`src/rtl/prio_age_pkg.sv`:
```
package prio_age_pkg;

    typedef enum logic [1:0] {
        AGE_IDLE  = 2'd0,
        AGE_WAIT  = 2'd1,
        AGE_BOOST = 2'd2
    } age_state_e;

endpackage

```
`src/rtl/age_tracker.sv`:
```
module age_tracker
    import prio_age_pkg::*;
#(
    parameter int PRIO_W = 3,
    parameter int THR_W  = 16
) (
    input  logic              clk,
    input  logic              rst_n,
    input  logic              req_i,
    input  logic              won_i,
    input  logic              other_won_i,
    input  logic [PRIO_W-1:0] prio_i,
    input  logic [THR_W-1:0]  thr_i,
    output logic [PRIO_W-1:0] eff_prio_o
);

    localparam logic [PRIO_W-1:0] PRIO_MAX = '1;

    age_state_e       st_q, st_d;
    logic [THR_W-1:0] cnt_q, cnt_d;
    logic [THR_W:0]   cnt_inc;

    assign cnt_inc = {1'b0, cnt_q} + 1'b1;

    // state register
    always_ff @(posedge clk or negedge rst_n) begin
        if (!rst_n) begin
            st_q  <= AGE_IDLE;
            cnt_q <= '0;
        end else begin
            st_q  <= st_d;
            cnt_q <= cnt_d;
        end
    end

    // transitions
    always_comb begin
        st_d  = st_q;
        cnt_d = cnt_q;
        unique case (st_q)
            AGE_IDLE, AGE_WAIT: begin
                if (!req_i || won_i || thr_i == '0) begin
                    st_d  = AGE_IDLE;                 // release
                    cnt_d = '0;
                end else if (other_won_i) begin
                    if (cnt_inc >= {1'b0, thr_i}) begin
                        st_d  = AGE_BOOST;            // lose-age
                        cnt_d = thr_i;
                    end else begin
                        st_d  = AGE_WAIT;             // lose-count
                        cnt_d = cnt_inc[THR_W-1:0];
                    end
                end
            end
            AGE_BOOST: begin
                if (!req_i || won_i || thr_i == '0) begin
                    st_d  = AGE_IDLE;                 // release
                    cnt_d = '0;
                end                                   // else hold
            end
            default: begin
                st_d  = AGE_IDLE;
                cnt_d = '0;
            end
        endcase
    end

    // outputs
    always_comb begin
        if (st_q == AGE_BOOST && prio_i != PRIO_MAX)
            eff_prio_o = prio_i + 1'b1;
        else
            eff_prio_o = prio_i;
    end

endmodule

```
`src/rtl/prio_select.sv`:
```
module prio_select #(
    parameter int N_REQ  = 4,
    parameter int PRIO_W = 3
) (
    input  logic [N_REQ-1:0]        req_i,
    input  logic [N_REQ*PRIO_W-1:0] eff_i,
    output logic [N_REQ-1:0]        win_o
);

    logic [PRIO_W-1:0] best;
    logic              found;

    always_comb begin
        win_o = '0;
        best  = '0;
        found = 1'b0;
        for (int i = 0; i < N_REQ; i++) begin
            if (req_i[i] && (!found || eff_i[i*PRIO_W +: PRIO_W] > best)) begin
                win_o    = '0;
                win_o[i] = 1'b1;
                best     = eff_i[i*PRIO_W +: PRIO_W];
                found    = 1'b1;
            end
        end
    end

endmodule

```
`src/rtl/prio_age_arbiter.sv`:
```
module prio_age_arbiter #(
    parameter int N_REQ  = 4,
    parameter int PRIO_W = 3,
    parameter int THR_W  = 16
) (
    input  logic                    clk,
    input  logic                    rst_n,
    input  logic [N_REQ-1:0]        req,
    input  logic [N_REQ*PRIO_W-1:0] prio,
    input  logic [THR_W-1:0]        threshold,
    output logic [N_REQ-1:0]        grant,
    output logic [N_REQ*PRIO_W-1:0] eff_prio
);

    logic [N_REQ-1:0] win_d;
    logic [N_REQ-1:0] grant_q;

    prio_select #(.N_REQ(N_REQ), .PRIO_W(PRIO_W)) sel_i (
        .req_i (req),
        .eff_i (eff_prio),
        .win_o (win_d)
    );

    for (genvar g = 0; g < N_REQ; g++) begin : g_age
        logic other_won;
        assign other_won = |(win_d & ~(N_REQ'(1) << g));

        age_tracker #(.PRIO_W(PRIO_W), .THR_W(THR_W)) trk_i (
            .clk         (clk),
            .rst_n       (rst_n),
            .req_i       (req[g]),
            .won_i       (win_d[g]),
            .other_won_i (other_won),
            .prio_i      (prio[g*PRIO_W +: PRIO_W]),
            .thr_i       (threshold),
            .eff_prio_o  (eff_prio[g*PRIO_W +: PRIO_W])
        );
    end

    always_ff @(posedge clk or negedge rst_n) begin
        if (!rst_n) grant_q <= '0;
        else        grant_q <= win_d;
    end

    assign grant = grant_q;

endmodule

```
`config.mk`:
```
export PLATFORM = sky130hd
export DESIGN_NAME = prio_age_arbiter
export DESIGN_NICKNAME = d
export VERILOG_FILES = /design/src/rtl/prio_age_pkg.sv /design/src/rtl/age_tracker.sv /design/src/rtl/prio_select.sv /design/src/rtl/prio_age_arbiter.sv
export SDC_FILE = /design/constraint.sdc
export NUM_CORES = 1
export LEC_CHECK = 0
export BUFFER_PORTS_ARGS = -buffer_cell sky130_fd_sc_hd__buf_4
export CAP_MARGIN = 20
export CORE_ASPECT_RATIO = 1.25
export CORE_UTILIZATION = 60
export CTS_CLUSTER_SIZE = 12
export DETAILED_ROUTE_END_ITERATION = 8
export PLACE_DENSITY = 0.79
export SYNTH_ARGS = -nofsm -noshare
export SYNTH_HDL_FRONTEND = slang
export SYNTH_SLANG_ARGS = --single-unit
```
`constraint.sdc`:
```
create_clock -name clk -period 7.5 [get_ports clk]
set_input_delay 1.5 -clock clk [delete_from_list [all_inputs] [get_ports clk]]
set_output_delay 1.5 -clock clk [all_outputs]
set_load 0.03 [all_outputs]
```
---- Word-level counts from Yosys, hierarchy flattened ----
Index checks and enable logic that the tools add are counted.
cells by class
  order comparisons ....................... 7
  bitwise operators ....................... 0
  reductions and logical operators ........ 42
  divide/modulo/power cells ............... 0
  equality and inequality tests ........... 20
  shifts and indexed selects .............. 0
  $mul .................................... 0
  multiplexer cells ....................... 54
  add/subtract/negate cells ............... 8
operator list
  kind                     number
  $mux W16                 16
  $pmux W16 S2             4
  $add A16 B1 Y17 const B  4
  $ge A17 B16 Y1           4
  $mux W2                  16
  $mux W3                  7
  $logic_not A16 Y1        1
  $pmux W2 S2              4
  $add A3 B1 Y3 const B    4
  $mux W4                  3
  $ne A3 B2 Y1 const B     4
  $ne A3 B3 Y1 const B     4
  $reduce_or A3 Y1         4
  $logic_or A1 B1 Y1       11
  $gt A3 B3 Y1             3
  $eq A2 B1 Y1 const B     4
  $eq A2 B2 Y1 const B     4
  $logic_not A2 Y1         4
  $ne A2 B1 Y1 const B     4
  $reduce_and A2 Y1        4
  $reduce_or A2 Y1         4
  $logic_and A1 B1 Y1      7
  $logic_not A1 Y1         7
  $mux W1                  4
storage, ports and cells
  memories ................................ 0
  latch bits .............................. 0
  ROM bits ................................ 0
  input bits .............................. 34
  bits in registers ....................... 76
  memory bits (writable) .................. 0
  output and inout port bits .............. 16
  word-level logic and storage cells ...... 140

---- Depth between registers and ports, before layout ----
Gate-level depths: netlist of the first run.
  depth in word-level cells ............... 20
  gate-level depth with buffers ........... 28
  mapped depth without buffers ............ 26

---- Hierarchy ----
From an unflattened synthesis of the first run, not the netlist that was laid out.
second synthesis, totals
  cell total of the unflattened synthesis .. 883
  area total of the unflattened synthesis .. 7787.5 µm²
by module, submodules not included
  module                            instances  sequential area each (µm²)  cells each  area each (µm²)
  age_tracker (g_age[0].trk_i ...)  3          450.4                       204         1806.7
  age_tracker (g_age[1].trk_i)      1          450.4                       205         1796.7
  prio_select                       1          0.0                         58          445.4
  prio_age_arbiter                  1          100.1                       8           125.1

---- Least setup slack after synthesis of the first run ----
Ideal clock, no wire load.
  path kind ............................... input port to flip-flop
  start ................................... in prio[0]
  end ..................................... reg g_age[0].trk_i.cnt_q[15]
  stages .................................. 28
  library setup time ...................... 129 ps
  data arrival time ....................... 6592 ps
  data required time ...................... 7371 ps
  slack ................................... 779 ps
  buffers on the path ..................... 2
  cell sequence ........................... ha_1 -> ha_1 -> nor2_1 -> xor2_1 -> nand2_1 -> inv_1 -> ha_1 -> nor2b_1 -> o21a_1 -> o311ai_4 -> nor2_1 -> a21o_1 -> ha_1 -> nor2b_1 -> o311a_1 -> o21a_1 -> buf_2 -> nor2_1 -> a21oi_1 -> ha_1 -> a21oi_1 -> a32oi_1 -> o21a_1 -> o311a_1 -> and2_1 -> clkbuf_1 -> nand2_1 -> o21ai_0
on the way
  longest elaborated chain between the ends .. 20
  elaborated cells on any way between the ends .. 31
  classes of those cells .................. 1 x add/sub; 3 x order compare; 3 x eq/ne; 11 x mux; 13 x reduce/logical
RTL lines
  element                                                                line                                  source
  from (decl)                                                            prio_age_arbiter.sv:9                 input logic [N_REQ*PRIO_W-1:0] prio,
  parallel branches: the longest is 2 deep, another holds $add A3 B1 Y3  n/a
  $mux W3 *                                                              age_tracker.sv:70                     if (st_q == AGE_BOOST && prio_i != PRIO_MAX)
  via eff_prio[0]                                                        prio_age_arbiter.sv:12                output logic [N_REQ*PRIO_W-1:0] eff_prio
  $mux W3 *                                                              prio_select.sv:18                     if (req_i[i] && (!found || eff_i[i*PRIO_W +: PRIO_W] > best)) begin
  $gt A3 B3 Y1                                                           prio_select.sv:18
  $logic_or A1 B1 Y1                                                     prio_select.sv:18
  $logic_and A1 B1 Y1                                                    prio_select.sv:18
  $mux W3 or $mux W1 (tied branches)                                     prio_select.sv:18
  [3 not listed]                                                         n/a
  $mux W3 or $mux W1 (tied branches)                                     prio_select.sv:18
  $gt A3 B3 Y1 or $logic_not A1 Y1 (tied branches)                       prio_select.sv:18
  $logic_or A1 B1 Y1                                                     prio_select.sv:18
  $logic_and A1 B1 Y1                                                    prio_select.sv:18
  $mux W4 *                                                              prio_select.sv:18
  $logic_or A1 B1 Y1 (2 in series)                                       age_tracker.sv:42, age_tracker.sv:56
  $mux W16 (tied with other cells)                                       age_tracker.sv:42                     if (!req_i || won_i || thr_i == '0) begin
  $pmux W16 S2 or $reduce_and A2 Y1 (tied branches)                      n/a
  to (signal assigned)                                                   age_tracker.sv:32                     cnt_q <= cnt_d;
  to (decl)                                                              age_tracker.sv:20                     logic [THR_W-1:0] cnt_q, cnt_d;
Mark *: on every way through the listed nets, which the timed path passes.
A chain may end at the register's enable or synchronous reset.

---- Final worst setup path of the first run ----
  start ................................... in prio[0]
  end ..................................... reg g_age[1].trk_i.cnt_q[7]
on the way
  longest elaborated chain between the ends .. 20
  elaborated cells on any way between the ends .. 31
  classes of those cells .................. 1 x add/sub; 3 x order compare; 3 x eq/ne; 11 x mux; 13 x reduce/logical
RTL lines
  element                                                                line
  parallel branches: the longest is 2 deep, another holds $add A3 B1 Y3  n/a
  $mux W3 *                                                              age_tracker.sv:70
  $mux W3 *                                                              prio_select.sv:18
  $gt A3 B3 Y1                                                           prio_select.sv:18
  $logic_or A1 B1 Y1                                                     prio_select.sv:18
  $logic_and A1 B1 Y1                                                    prio_select.sv:18
  $mux W3 or $mux W1 (tied branches)                                     prio_select.sv:18
  $gt A3 B3 Y1 or $logic_not A1 Y1 (tied branches)                       prio_select.sv:18
  [2 not listed]                                                         n/a
  $mux W3 or $mux W1 (tied branches)                                     prio_select.sv:18
  $gt A3 B3 Y1 or $logic_not A1 Y1 (tied branches)                       prio_select.sv:18
  $logic_or A1 B1 Y1                                                     prio_select.sv:18
  $logic_and A1 B1 Y1                                                    prio_select.sv:18
  $mux W4 *                                                              prio_select.sv:18
  $logic_or A1 B1 Y1 (2 in series)                                       age_tracker.sv:42, age_tracker.sv:56
  $mux W16 (tied with other cells)                                       age_tracker.sv:42
  $pmux W16 S2 or $reduce_and A2 Y1 (tied branches)                      n/a
  to (signal assigned)                                                   age_tracker.sv:32
  to (decl)                                                              age_tracker.sv:20
Every way passes the cells marked *.

==> results of run 1 <==
## final cells by class
type	instances	area share, %
multi-input cells	658	60.34
flip-flops and latches	76	24.93
repair buffers	60	6.069
clock buffers	12	3.231
inverters	46	2.263
well taps	135	2.214
clock inverters	4	0.9513
## power by group through the flow
stage / Combinational [uW] / Clock [uW] / Sequential (uW)
6_report: 243 / 487 / 437
5_1_grt: 268 / 502 / 439
4_1_cts: 239 / 485 / 437
3_5_place_dp: 237 / 0 / 444
3_3_place_gp: 226 / 0 / 443
2_1_floorplan: 142 / 0 / 448
## layout by cell type (no fill, tap or decap), types with 19 or more instances in the layout
| cell | count |
|---|---|
| mux2i_1 | 22 |
| inv_1 | 45 |
| nand3_1 | 36 |
| a21oi_1 | 45 |
| buf_4 | 59 |
| o22ai_1 | 19 |
| o21ai_0 | 49 |
| nor2_1 | 53 |
| nand2_1 | 90 |
| xnor2_1 | 34 |
| ha_1 | 85 |
| nor3_1 | 27 |
| dfrtp_1 | 76 |
| xor2_1 | 26 |
| nand4_1 | 26 |
## worst min-delay path by stage
stage                                   from                  endpoint  slack (ns)  depth (start not counted)
finish              g_age[1].trk_i.cnt_q[11]  g_age[1].trk_i.cnt_q[11]        0.53                          2
global route        g_age[3].trk_i.cnt_q[14]  g_age[3].trk_i.cnt_q[14]        0.57                          2
CTS                 g_age[3].trk_i.cnt_q[14]  g_age[3].trk_i.cnt_q[14]        0.53                          2
detailed placement  g_age[3].trk_i.cnt_q[14]  g_age[3].trk_i.cnt_q[14]        0.52                          2
global placement    g_age[1].trk_i.cnt_q[11]  g_age[1].trk_i.cnt_q[11]        0.50                          2
floorplan           g_age[1].trk_i.cnt_q[11]  g_age[1].trk_i.cnt_q[11]        0.47                          2
## repair_timing
action                                  CTS  global route
buffers inserted                          0             0
endpoints found under the setup margin    0             4
hold buffers                              0             0
resized for setup                         0             1
## state kept, by name, indices dropped and copies added (netlist names)
name / cells
grant: 4
g_age.trk_i.st_q: 8
g_age.trk_i.cnt_q: 64
## routing by layer
| metal | vias to the layer above | share of wire (%) | routed length (microns) |
|---|---|---|---|
| met5 | - | 0 | 0 |
| met2 | 280 | 48 | 9083 |
| met3 | 79 | 6.5 | 1236 |
| met1 | 3076 | 41 | 7695 |
| met4 | 0 | 4.8 | 904 |
| li1 | 3038 | - | - |
## worst register-to-register path, stage by stage (launching register included)
cell and delay, ns:
dfrtp_1 0.38, nand2b_1 0.23, nor2_1 0.25, mux2_2 0.38, nand2_1 0.09, ha_1 0.25
nor2b_1 0.14, o21a_1 0.20, o311ai_4 0.42, nor2_1 0.09, a21o_1 0.19, ha_1 0.29
nor2b_1 0.13, o311a_1 0.31, o21a_1 0.31, nor2_1 0.15, a21oi_1 0.06, ha_1 0.33
nand3b_1 0.09, a32oi_1 0.28, o21a_1 0.23, o31ai_1 0.11, nor2_1 0.51, buf_4 0.30
a21oi_1 0.06, o22ai_1 0.15
## stage by stage
step	hold slack, ns	utilization, %
4_1_cts	0.5320	68.56
6_report	0.5269	68.83
3_5_place_dp	0.5190	65.68
5_1_grt	0.5680	68.83
2_1_floorplan	0.4717	-
3_3_place_gp	0.4975	65.68
## cell families after synthesis
kind of cell	after synthesis	share of synthesized area, %
AOI/OAI and AO/OA	190	18.23
xor gates and xnor gates	60	7.697
adders and majority gates	85	15.58
buffers and inverters	80	5.021
DFF	76	27.85
muxes	30	4.545
and+or+nand+nor	293	21.07
==> impl_metrics.tcl, run 1 <==
set metrics [dict create \
    outcome "complete, no violations" \
    remaining_drc_errors 0 \
    swShare_pct 29.88 \
    grt_busiest_layer "met2" \
    clk_pin_slew_ns 0.06 \
    crit_family "compound AO/OA/AOI/OAI gates" \
    reg2reg_slack_ns 1.49 \
    final_area_sq_mm 0.007629 \
    seq_area_sq_mm 0.001902 \
    crit_end "g_age[1].trk_i.cnt_q[7]" \
    port-buffer-count 49 \
    antennaDiodeCount 0 \
    wl_per_cell_microns 19.09 \
    dp.cells 973 \
    r2r_end "g_age[1].trk_i.cnt_q[7]" \
    numCtsBuffers 9 \
    io_pins 50 \
    synth_area_sq_mm 0.006828 \
    yosysMostFrequentCell "nand2_1" \
    reg2regPathDepth 25 \
    max_stage_delay_ns 0.51 \
    hold_class "flop to flop" \
    setup_slack_ns 0.4982 \
    hpwl_mm 13.57 \
    critPathCaptureType "flop" \
    fp.dieH_microns 121.3 \
    multi_input_area_sq_mm 0.004603 \
    grt_pass1_vias 6260 \
    synthArstFlopShare_pct 100.0 \
    grt_max_degree 77 \
    crit_required_ns 7.77 \
    fin_worst_skew_ns 0.006711 \
    synth_cells 814 \
    setup.worst_path.class "primary input to flop" \
    gr-usage-met1_pct 39.87 \
    routed_wl_mm 18.92 \
    cp_max_fo 12 \
    vdd_drop_max_mv 0.1124 \
    core_sq_mm 0.01108 \
    grtUsageMet3_pct 5.530 \
    layout_min_cycle_time_ns 7.002 \
    clkSinkCount 76 \
    cp.depth 27 \
    grt_pass1_wl_mm 30.45 \
    place_congestion 0.9090 \
    overflow 0 \
    rsz0062_at_grt "false" \
    dp_slack_ns -0.04435 \
    cts_root_buf "clkbuf_16" \
    synth_cell_types 62 \
    worst_ep_arrival_time_ns 7.27 \
    clock_path_buffers 2 \
    final_nets 970 \
    power.internal_uw 818.1 \
    grtUsageTotal_pct 32.60 \
    firstDrtPassIters 7 \
    period_share_pct 93.36 \
    switching_power_uw 348.6 \
    report.final.slew_viol_count 0 \
    hold_viol_final 0 \
    cp_slowest_cell "nor2_1" \
    synth_nets 933 \
    startpoint_type "primary input" \
    row_count 43 \
    placed_area_sq_mm 0.007279 \
    fillers 882 \
    startpoint "prio[0]" \
    ys_seq_elements 76 \
    viasPerCell 6.532 \
    crit_top_cell "ha_1" \
    synth-edff-count 0 \
    ys_warn_count 0 \
    grtUsageMet2_pct 54.94 \
    clock_latency_ns 0.35 \
    cts_max_level 3 \
    syn2layout_area_growth_pct 11.73 \
    antenna_found_initial 0 \
    yosys.area.top_type "dfrtp_1" \
    vias 6473 \
    timing.fmax_ghz 0.1428 \
    powerDensity_mw_per_mm2 152.9 \
    start_util_pct 61.61 \
    p_seq_share_pct 37.4 \
    synth_common_cells "nand2_1, ha_1, dfrtp_1, nor2_1, o21ai_0" \
    combPwrFrac_pct 20.9 \
    fp.dieArea_sq_mm 0.01181 \
    leakage_uw 0.003531 \
    ys.flop_type "dfrtp_1" \
    cts_tree "yes" \
    drtIter0Drc 556 \
    setup_viol 0 \
    die_w_microns 97.42 \
    worstMarginPinSlew_ns 0.8858 \
    syn_area_per_cell_sq_um 8.388 \
    cp_num_buf_inv 2 \
    finalSetupTns_ns 0 \
    drive_gt1_share_pct 11.57 \
    yosysSeqAreaShare_pct 27.85 \
    ys_top_cells_by_area "dfrtp_1, ha_1, nand2_1, xnor2_1, o21ai_0" \
    maxCapViolCount 0 \
    power_uw 1167 \
    postRouteAntennaNets 0 \
    crit-reg2reg-launch "g_age[0].trk_i.st_q[0]" \
    final_cells 991 \
    clockPowerShare_pct 41.7 \
    synth_top_area_share_pct 27.85 \
    relSlewSlack_pct 40.68 \
]
Note: power is estimated with default switching activity, not from simulation.
==> inputs of run 2 (changes only) <==
--- a/config.mk
+++ b/config.mk
@@ -7,11 +7,13 @@
 export LEC_CHECK = 0
 export BUFFER_PORTS_ARGS = -buffer_cell sky130_fd_sc_hd__buf_4
 export CAP_MARGIN = 20
+export CELL_PAD_IN_SITES_DETAIL_PLACEMENT = 1
+export CELL_PAD_IN_SITES_GLOBAL_PLACEMENT = 1
 export CORE_ASPECT_RATIO = 1.25
-export CORE_UTILIZATION = 60
+export CORE_UTILIZATION = 47
 export CTS_CLUSTER_SIZE = 12
 export DETAILED_ROUTE_END_ITERATION = 8
-export PLACE_DENSITY = 0.79
+export PLACE_DENSITY_LB_ADDON = 0.1
 export SYNTH_ARGS = -nofsm -noshare
 export SYNTH_HDL_FRONTEND = slang
 export SYNTH_SLANG_ARGS = --single-unit
==> run 2 against run 1 <==
Final cell count up 3.8%. Worst hold slack improved by 0.011 ns. Sequential cell count unchanged. Cell area about the same. Sequential share of layout area hardly changed. Total power shrank 5.7%. Clock-buffer cell count decreased by 2. Critical path type unchanged. Critical endpoint is now g_age[0].trk_i.cnt_q[15].
==> impl_metrics.tcl, run 2 (synthesized netlist as in run 1, its figures left out) <==
set metrics [dict create \
    outcome "complete, no violations" \
    critPathCaptureType "flop" \
    leakage_uw 0.003502 \
    power.internal_uw 746.2 \
    grt_max_degree 77 \
    power_uw 1100 \
    ctsHoldBuffers 0 \
    finalSetupTns_ns 0 \
    row_count 48 \
    max_stage_delay_ns 0.41 \
    worst_ep_arrival_time_ns 7.29 \
    largest-register "g_age.trk_i.cnt_q" \
    die_w_microns 109.8 \
    numCtsBuffers 9 \
    clockPowerShare_pct 37.8 \
    crit_top_cell "ha_1" \
    drtIter0Drc 160 \
    maxCapViolCount 0 \
    combPwrFrac_pct 22.5 \
    place_congestion 0.8787 \
    worstMarginPinSlew_ns 0.9653 \
    remaining_drc_errors 0 \
    io_pins 50 \
    p_seq_share_pct 39.7 \
    cts_root_buf "clkbuf_16" \
    placed_area_sq_mm 0.007337 \
    hold_viol_final 0 \
    crit_chain "buf_4, ha_1, ha_1, nor2_1, mux2_2, ha_1, nor2b_1, o21a_1, o311ai_4, nor2_1, a21o_1, ha_1, nor2b_1, o311a_1, o21a_1, nor2_1, a21oi_1, ha_1, nand3b_1, a32oi_1, o21a_1, o311a_1, nand2b_1, o21ai_0" \
    clk_pin_slew_ns 0.06 \
    antennaDiodeCount 0 \
    period_share_pct 93.90 \
    powerDensity_mw_per_mm2 144.3 \
    largest_reg_flops 64 \
    switching_power_uw 354.1 \
    cp_max_fo 16 \
    mostFrequentLayoutCells "nand2_1, ha_1, dfrtp_1" \
    syn2layout_area_growth_pct 11.65 \
    viasPerCell 6.195 \
    clkSinkCount 76 \
    antenna_found_initial 0 \
    fillers 1698 \
    drive_gt1_share_pct 11.48 \
    setup.worst_path.class "primary input to flop" \
    utilization_pct 54.48 \
    firstDrtPassIters 4 \
    vias 6375 \
    hold_class "flop to flop" \
    hpwl_mm 16.08 \
    overflow 0 \
    relSlewSlack_pct 35.65 \
    crit_required_ns 7.75 \
    fp.dieH_microns 136.8 \
    cts_tree "yes" \
    vdd_drop_max_mv 0.08107 \
    swShare_pct 32.18 \
    fp.dieArea_sq_mm 0.01502 \
    cp_num_buf_inv 1 \
    setup_viol 0 \
    grt_pass1_wl_mm 34.55 \
    wl_per_cell_microns 21.01 \
    startpoint_type "primary input" \
    core_sq_mm 0.01399 \
    final_nets 970 \
    fin_worst_skew_ns 0.01221 \
    clock_latency_ns 0.36 \
    final_area_sq_mm 0.007624 \
    timing.fmax_ghz 0.1420 \
    start_util_pct 48.79 \
    cts_max_level 3 \
    grtUsageTotal_pct 30.40 \
    cp_slowest_cell "o311ai_4" \
    whs_path_depth 2 \
    postRouteAntennaNets 0 \
    routed_wl_mm 21.62 \
    reg2regPathDepth 22 \
    final_common_cell "nand2_1" \
    post_cts_resized 0 \
    clock_path_buffers 2 \
    rsz0062_at_grt "false" \
    port-buffer-count 49 \
    crit_family "compound AO/OA/AOI/OAI gates" \
    report.final.slew_viol_count 0 \
    grt_pass1_vias 6852 \
    post_cts_buffers 0 \
    cp.depth 24 \
    layout_min_cycle_time_ns 7.042 \
]
-- run 2: changes by cell type in the layout (fill, tap and decap cells not counted) --
cell        change
bufinv_16       -2
clkbuf_1        -2
clkinvlp_4      +2
nand2b_1        +1
nand2b_2        -1
-- run 2: worst reg2reg max path: stages, from the launching register on --
cell and delay [ns]:
dfrtp_1 0.40, nand2b_1 0.23, nor2_1 0.26, mux2_2 0.41, ha_1 0.33, nor2b_1 0.15
o21a_1 0.20, o311ai_4 0.41, nor2_1 0.08, a21o_1 0.19, ha_1 0.30, nor2b_1 0.14
o311a_1 0.30, o21a_1 0.31, nor2_1 0.15, a21oi_1 0.05, ha_1 0.33, nand3b_1 0.10
a32oi_1 0.26, o21a_1 0.23, o311a_1 0.41, nand2b_1 0.39, o21ai_0 0.32
-- run 2: final cells by class --
cell class,instances,area (sq um),share of cell area [%]
clock buffer,10,239.0,3.135
clock inverter,4,27.53,0.3611
inverter,46,172.7,2.265
multi-input combinational,658,4601,60.35
sequential,76,1902,24.95
tap,175,219.0,2.872
timing repair buffer,60,462.9,6.073
-- run 2: stage by stage --
| stage | instances | hold WS [ns] | worst slack [ns] |
|---|---|---|---|
| after floorplan | 814 | 0.4717 | 0.7793 |
| after global placement | 1013 | 0.4946 | 0.4102 |
| after detailed placement | 1014 | 0.5188 | 0.06955 |
| after CTS | 1028 | 0.5314 | 0.4130 |
| after global routing | 1029 | 0.5788 | 0.02401 |
| final | 1029 | 0.5381 | 0.4577 |
-- run 2: power by group through the flow --
stage          clock network, uW  registers [uW]  logic [uW]
6_report                     416             437         247
5_1_grt                      433             439         272
4_1_cts                      420             437         247
3_5_place_dp                   0             445         245
3_3_place_gp                   0             444         229
2_1_floorplan                  0             448         142
-- run 2: worst paths after layout --
check | slack, ns | start | to
setup / recovery | 0.46 | prio[3] | g_age[0].trk_i.cnt_q[15]
hold / removal | 0.54 | g_age[1].trk_i.cnt_q[11] | g_age[1].trk_i.cnt_q[11]
hold reg to reg | 0.54 | g_age[1].trk_i.cnt_q[11] | g_age[1].trk_i.cnt_q[11]
setup reg to reg | 1.45 | g_age[1].trk_i.st_q[0] | g_age[0].trk_i.cnt_q[15]
min in group asynchronous | 1.14 | rst_n | grant[0]
max in group asynchronous | 5.75 | rst_n | g_age[1].trk_i.cnt_q[7]
-- run 2: routing by layer --
metal  GRT usage [%]  wire (microns)
met1           34.15            8582
met5               0               0
met3           3.810             995
met4           18.52            1076
met2           53.96           10960
